### src/rtl/tmq_pkg.sv
package tmq_pkg;

  localparam int TYPE_W = 4;
  localparam int PAY_W  = 32;
  localparam int DROP_W = 8;
  localparam int MSG_W  = TYPE_W + PAY_W;

  typedef struct packed {
    logic [TYPE_W-1:0] mtype;
    logic [PAY_W-1:0]  pay;
  } tmq_msg_t;

  // Saturating increment of the loss counter.
  function automatic logic [DROP_W-1:0] drop_inc(input logic [DROP_W-1:0] cur);
    if (cur == {DROP_W{1'b1}}) return cur;
    return cur + 1'b1;
  endfunction

  // Lower hysteresis bound: level minus two, floored at zero.
  function automatic int unsigned wm_low(input int unsigned level);
    return (level > 2) ? level - 2 : 0;
  endfunction

  // Next halt request given current state, enable, occupancy and level.
  function automatic logic halt_next(input logic cur, input logic en,
                                     input int unsigned occ, input int unsigned level);
    if (!en) return 1'b0;
    if (occ >= level) return 1'b1;
    if (occ < wm_low(level)) return 1'b0;
    return cur;
  endfunction

endpackage

### src/rtl/tmq_lane.sv
module tmq_lane #(
  parameter int DEPTH = 16,
  parameter int W     = 36
) (
  input  logic                       clk,
  input  logic                       rst_n,
  input  logic                       push,
  input  logic [W-1:0]               wdata,
  input  logic                       pop,
  output logic [W-1:0]               rdata,
  output logic                       nonempty,
  output logic [$clog2(DEPTH+1)-1:0] fill
);
  localparam int PW = (DEPTH > 1) ? $clog2(DEPTH) : 1;
  localparam int CW = $clog2(DEPTH+1);

  logic [W-1:0]  mem [DEPTH];
  logic [PW-1:0] wp, rp;
  logic [CW-1:0] cnt;

  function automatic logic [PW-1:0] wrap(input logic [PW-1:0] p);
    return (p == PW'(DEPTH-1)) ? '0 : p + 1'b1;
  endfunction

  always_ff @(posedge clk) begin
    if (!rst_n) begin
      wp  <= '0;
      rp  <= '0;
      cnt <= '0;
    end else begin
      if (push) wp <= wrap(wp);
      if (pop)  rp <= wrap(rp);
      case ({push, pop})
        2'b10:   cnt <= cnt + 1'b1;
        2'b01:   cnt <= cnt - 1'b1;
        default: cnt <= cnt;
      endcase
    end
  end

  always_ff @(posedge clk) begin
    if (push) mem[wp] <= wdata;
  end

  assign rdata    = mem[rp];
  assign nonempty = (cnt != '0);
  assign fill     = cnt;

  p_lane_room_r3: assert property (@(posedge clk) disable iff (!rst_n)
    (push && !pop) |-> (cnt < CW'(DEPTH)));
  p_lane_pop_held_r10: assert property (@(posedge clk) disable iff (!rst_n)
    pop |-> nonempty);

endmodule

### src/rtl/tmq_pick.sv
module tmq_pick #(
  parameter int NPRIO = 4
) (
  input  logic [NPRIO-1:0]               held,
  output logic [$clog2(NPRIO)-1:0]       sel,
  output logic                           any
);
  localparam int SW = $clog2(NPRIO);

  always_comb begin
    sel = '0;
    for (int i = 0; i < NPRIO; i++) begin
      if (held[i]) sel = SW'(i);
    end
  end

  assign any = |held;

  always_comb begin
    if (any) p_pick_held_r4: assert (held[sel]);
  end

endmodule

### src/rtl/tmq_ovf.sv
module tmq_ovf
  import tmq_pkg::*;
(
  input  logic              clk,
  input  logic              rst_n,
  input  logic              drop,
  input  logic              inject,
  output logic              err_pend,
  output logic [DROP_W-1:0] lost
);
  always_ff @(posedge clk) begin
    if (!rst_n) begin
      lost <= '0;
    end else if (inject) begin
      lost <= drop ? DROP_W'(1) : '0;
    end else if (drop) begin
      lost <= drop_inc(lost);
    end
  end

  assign err_pend = (lost != '0);

  p_loss_noted_r5: assert property (@(posedge clk) disable iff (!rst_n)
    drop |=> err_pend);
  p_loss_sat_r7: assert property (@(posedge clk) disable iff (!rst_n)
    (drop && !inject && (&lost)) |=> (&lost));
  p_inject_needs_loss_r6: assert property (@(posedge clk) disable iff (!rst_n)
    inject |-> err_pend);

endmodule

### src/rtl/tmq_wm.sv
module tmq_wm
  import tmq_pkg::*;
#(
  parameter int CW = 5
) (
  input  logic          clk,
  input  logic          rst_n,
  input  logic          en,
  input  logic [CW-1:0] level,
  input  logic [CW-1:0] occ,
  output logic          halt_req
);
  always_ff @(posedge clk) begin
    if (!rst_n) halt_req <= 1'b0;
    else        halt_req <= halt_next(halt_req, en, int'(occ), int'(level));
  end

  p_halt_off_r9: assert property (@(posedge clk) disable iff (!rst_n)
    !en |=> !halt_req);
  p_halt_hold_r9: assert property (@(posedge clk) disable iff (!rst_n)
    (halt_req && en && ({1'b0, occ} + 2 >= {1'b0, level})) |=> halt_req);
  p_halt_rise_r8: assert property (@(posedge clk) disable iff (!rst_n)
    (en && occ >= level) |=> halt_req);

endmodule

### src/rtl/trace_msg_queue.sv
module trace_msg_queue
  import tmq_pkg::*;
#(
  parameter int          DEPTH    = 16,
  parameter int          NPRIO    = 4,
  parameter logic [3:0]  ERR_TYPE = 4'hF
) (
  input  logic        clk,
  input  logic        rst_n,
  input  logic        in_valid,
  output logic        in_ready,
  input  logic [3:0]  in_type,
  input  logic [1:0]  in_prio,
  input  logic [31:0] in_payload,
  output logic        out_valid,
  input  logic        out_ready,
  output logic [3:0]  out_type,
  output logic [1:0]  out_prio,
  output logic [31:0] out_payload,
  input  logic        wm_en,
  input  logic [4:0]  wm_level,
  output logic        halt_req
);
  localparam int CW = $clog2(DEPTH+1);
  localparam int SW = $clog2(NPRIO);

  logic [CW-1:0]     occ;
  logic              room, accept, drop, inject, pop, push;
  logic              err_pend;
  logic [DROP_W-1:0] lost;
  tmq_msg_t          wmsg;
  logic [NPRIO-1:0]  lane_push, lane_pop, lane_held;
  tmq_msg_t          lane_rd [NPRIO];
  logic [CW-1:0]     lane_fill [NPRIO];
  logic [SW-1:0]     sel;
  logic              any;

  assign room     = (occ < CW'(DEPTH));
  assign in_ready = room && !err_pend;
  assign accept   = in_valid && in_ready;
  assign drop     = in_valid && !in_ready;
  assign inject   = err_pend && room;
  assign push     = accept || inject;
  assign pop      = any && out_ready;

  always_comb begin
    if (inject) begin
      wmsg.mtype = ERR_TYPE;
      wmsg.pay   = PAY_W'(lost);
    end else begin
      wmsg.mtype = in_type;
      wmsg.pay   = in_payload;
    end
  end

  generate
    for (genvar g = 0; g < NPRIO; g++) begin : g_lane
      assign lane_push[g] = (accept && in_prio == SW'(g)) ||
                            (inject && g == NPRIO-1);
      assign lane_pop[g]  = pop && (sel == SW'(g));
      tmq_lane #(.DEPTH(DEPTH), .W(MSG_W)) u_lane (
        .clk      (clk),
        .rst_n    (rst_n),
        .push     (lane_push[g]),
        .wdata    (wmsg),
        .pop      (lane_pop[g]),
        .rdata    (lane_rd[g]),
        .nonempty (lane_held[g]),
        .fill     (lane_fill[g])
      );
    end
  endgenerate

  tmq_pick #(.NPRIO(NPRIO)) u_pick (
    .held (lane_held),
    .sel  (sel),
    .any  (any)
  );

  tmq_ovf u_ovf (
    .clk      (clk),
    .rst_n    (rst_n),
    .drop     (drop),
    .inject   (inject),
    .err_pend (err_pend),
    .lost     (lost)
  );

  tmq_wm #(.CW(CW)) u_wm (
    .clk      (clk),
    .rst_n    (rst_n),
    .en       (wm_en),
    .level    (CW'(wm_level)),
    .occ      (occ),
    .halt_req (halt_req)
  );

  always_ff @(posedge clk) begin
    if (!rst_n) begin
      occ <= '0;
    end else begin
      case ({push, pop})
        2'b10:   occ <= occ + 1'b1;
        2'b01:   occ <= occ - 1'b1;
        default: occ <= occ;
      endcase
    end
  end

  assign out_valid   = any;
  assign out_type    = lane_rd[sel].mtype;
  assign out_payload = lane_rd[sel].pay;
  assign out_prio    = sel;

  logic [CW+1:0] fill_sum;
  always_comb begin
    fill_sum = '0;
    for (int i = 0; i < NPRIO; i++) fill_sum = fill_sum + (CW+2)'(lane_fill[i]);
  end

  p_occ_matches_lanes_r3: assert property (@(posedge clk) disable iff (!rst_n)
    fill_sum == (CW+2)'(occ));
  p_occ_bound_r3: assert property (@(posedge clk) disable iff (!rst_n)
    occ <= CW'(DEPTH));
  p_full_blocks_r3: assert property (@(posedge clk) disable iff (!rst_n)
    (occ == CW'(DEPTH)) |-> !in_ready);
  p_inject_blocks_r6: assert property (@(posedge clk) disable iff (!rst_n)
    inject |-> !accept);
  p_valid_iff_held_r10: assert property (@(posedge clk) disable iff (!rst_n)
    out_valid == (occ != '0));
  p_swap_keeps_occ_r10: assert property (@(posedge clk) disable iff (!rst_n)
    (push && pop) |=> occ == $past(occ));

endmodule

### config.mk
export PLATFORM = sky130hd
export DESIGN_NAME = trace_msg_queue
export DESIGN_NICKNAME = d
export VERILOG_FILES = /design/src/rtl/tmq_pkg.sv /design/src/rtl/tmq_lane.sv /design/src/rtl/tmq_pick.sv /design/src/rtl/tmq_ovf.sv /design/src/rtl/tmq_wm.sv /design/src/rtl/trace_msg_queue.sv
export SDC_FILE = /design/constraint.sdc
export NUM_CORES = 2
export LEC_CHECK = 0
export BUFFER_PORTS_ARGS = -buffer_cell sky130_fd_sc_hd__buf_4
export CAP_MARGIN = 20
export CORE_MARGIN = 3
export CORE_UTILIZATION = 54
export CTS_CLUSTER_SIZE = 25
export DETAILED_ROUTE_END_ITERATION = 8
export GPL_TIMING_DRIVEN = 1
export PLACE_DENSITY = 0.7
export SLEW_MARGIN = 10
export SYNTH_ARGS = -nofsm -noshare
export SYNTH_HDL_FRONTEND = slang
export SYNTH_SLANG_ARGS = --single-unit
### constraint.sdc
create_clock -name clk -period 10.2 [get_ports clk]
set_clock_uncertainty 0.05 [all_clocks]
set_input_delay 0.51 -clock clk [delete_from_list [all_inputs] [get_ports clk]]
set_output_delay 0.51 -clock clk [all_outputs]
set_load 0.05 [all_outputs]
==> out/metrics.csv <==
metric,value,unit
final hold viol count,0,
Worst Hold Launch,in_prio[1],
flop2flop setup slack,5.46,ns
slew at the pin with the worst max-slew slack,1.174,ns
HPWL after detailed placement,124600,µm
Worst Hold Endpoint,g_lane[2].u_lane.wp[1],
hold depth,5,
Highest Clock Rate,171.7,MHz
Layout Cells excl Fill,6971,
# rows,151,
clock slew at reported path FFs,0.06,ns
Clock Latency Late Sink,0.85,ns
status,"finished, final reports clean",
Post-Route WL,226900,µm
CTS buffer count,225,
drt initial violations,5622,
Synth Area in Simple Gates,0.02739,
Leak Pwr,32.00,nW
NetSw,8.114,mW
Compound-Gate Fraction of Synth Area,0.01920,
DR pass1 iterations,5,
critical path class,register to output pin,
main combinational cell family by area after synthesis,multiplexers,
post_cts resized,0,
Worst VDD drop,0.4169,mV
vias in the first global route,45590,
Final Util,0.6154,
post-synthesis mux area share,0.1672,
met2 usage,0.4359,
setup TNS,0,ns
Starting Density,0.5457,
Yosys reg bits,2386,
placed insts,6538,
CTS tree,built,
YS warnings,0,
Int Power,18.15,mW
Post-Synth XOR/XNOR Area,0.002360,
clock buffer depth,3,
# IOs,89,
post-synthesis adder-cell area fraction,0.008091,
cell taking the most area after synthesis,edfxtp_1,
share of the synthesized area in the top cell type,0.7457,
unrepaired setup endpoints after global routing,false,
synthesized net count,4428,
Hold Crit Class,input port to register,
Most Crowded Layer GR,met2,
top-count cell post-synth,edfxtp_1,
initial antenna violation count,14,
clock root cell,clkbuf_16,
Worst Path Max Fanout,44,
Final setup violation count,0,
Vias/cell,6.462,
chip height,420.5,µm
Sw Ratio,0.3089,
Overall Power,26.27,mW
Clk pwr share,0.322,
drc violations,0,
Post-synth EDFFs,2304,
vias,45050,
post-CTS setup buffer count,0,
"Non-Filler Cell Area, Final",104600,µm²
Core Box Area,170000,µm²
met3 GRT Util,0.05303,
layout cells sized above 1,0.2815,
GRT Total Usage,0.2625,
M1 GR Usage,0.3545,
Synth top cells by count,"edfxtp_1, mux4_2, mux2i_1",
Worst EP required,9.64,ns
Avg Synthesized Cell Area,21.46,µm²
WL/cell,32.55,µm
first-pass GRT wire length,327800,µm
post-synthesis sequential area ratio,0.7634,
placed inst area,97050,µm²
worst rel slew slack,0.2174,
Critical Path Start Type,register,
top post-synthesis cells by area,"edfxtp_1, mux4_2, dfxtp_1",
Worst EP arrival,5.26,ns
clock sink count,2386,
reg2reg path depth,12,
Netlist cell types,60,
I/O Buffers,88,
most used flip-flop cell after synthesis,edfxtp_1,
"Cell Area, Synth",92790,µm²
Cells after Synth,4323,
Die Area,176800,µm²
Comb power frac,0.226,
sequential fraction of design power,0.452,
Max-Cap Viols,0,
ANT nets after route,0,
largest net degree at the start of global routing,99,
Tcrit/Tclk final,0.5709,
# H-tree levels,4,
P per Cell Area,251.0,nW/µm²
asr flop ratio synth,0,
worst reg2reg startpoint,g_lane[3].u_lane.fill[1],
minimum clock period,5.823,ns
Die X,420.5,µm
GRT overflow,0,
Routability Congestion,0.7979,
Max Slew Vio Count,0,
Worst Setup End Kind,output pin,
nets,4659,
Layout Area Growth over Synthesis,12.79,%
RR Endpoint,occ[4],
power groups by stage:
stage	registers, mW	logic (mW)	clock network, mW
final	11.9	5.95	8.45
after global routing	11.9	6.19	8.95
after CTS	11.9	5.95	8.55
after detailed placement	12.1	5.94	0
after global placement	12.1	5.84	0
after floorplan	12.0	3.32	0
placed cells by master, fill, tap and decap left out, types with 34 or more instances in the layout:
| cell | instances |
|---|---|
| dfxtp_1 | 66 |
| edfxtp_1 | 2304 |
| nor2_1 | 65 |
| clkinv_2 | 34 |
| clkbuf_16 | 228 |
| nor2_4 | 41 |
| ha_1 | 52 |
| nor2b_1 | 38 |
| inv_1 | 51 |
| buf_4 | 226 |
| mux2_2 | 66 |
| mux4_2 | 590 |
| mux2i_1 | 148 |
| a211oi_1 | 52 |
| o211ai_1 | 46 |
| clkbuf_1 | 48 |
| nand3_1 | 39 |
| nand2_1 | 144 |
| clkinv_1 | 49 |
| a21oi_1 | 56 |
layout make-up:
class                      count  area (µm²)
antenna                        4       10.01
tap                         2218        2775
inverter                      54       202.7
timing repair buffer         235        1842
multi-input combinational   1652       21450
clock buffer                 285        6010
clock inverter               137        1478
fill                       11500       65390
sequential                  2386       70890
critical path, stage by stage (launching register included):
cell and delay, ns:
dfxtp_4 0.83, buf_4 0.56, buf_4 0.76, mux4_2 0.59, nor2b_1 0.15, a211oi_1 0.30
a211oi_1 0.13, or4_1 0.69, buf_4 0.26
routing by layer:
layer	wire length, µm	up-vias
li1	-	18520
met4	7772	4
met3	20720	368
met2	113700	2256
met1	84710	23900
met5	23	-
sequential cells by signal (all words and copies together) (netlist names), named ones only:
signal,flops
g_lane.u_lane.mem,2304
g_lane.u_lane.fill,20
g_lane.u_lane.rp,16
g_lane.u_lane.wp,16
u_ovf.lost,8
occ,5
u_wm.halt_req,1
logic make-up (layout without fill, tap and decap cells):
group / count (synthesis) / in the layout
other cells: 0 / 4
fa+ha+maj: 57 / 57
compound gates: 262 / 262
mux: 804 / 804
simple gates: 504 / 504
buf+inv: 285 / 711
flops: 2386 / 2386
xor+xnor: 25 / 25
what timing repair did:
item / CTS / global route
hold buffers: 5 / 0
hold endpoints to repair: 7 / 0
endpoints found under the setup margin: 0 / 0
metrics by stage:
step,hold slack (ns),setup slack [ns]
finish,0.08298,4.377
global route,0.08937,4.090
CTS,0.02444,4.259
detailed placement,0.4286,5.183
global placement,0.4169,5.183
floorplan,0.3980,4.850
how the worst max path moves through the flow:
stage | to
final | out_payload[0]
after global routing | out_payload[0]
after CTS | out_payload[0]
after detailed placement | out_payload[0]
after global placement | out_payload[0]
after floorplan | g_lane[3].u_lane.mem[1][0]
Note: power is estimated with default switching activity, not from simulation.
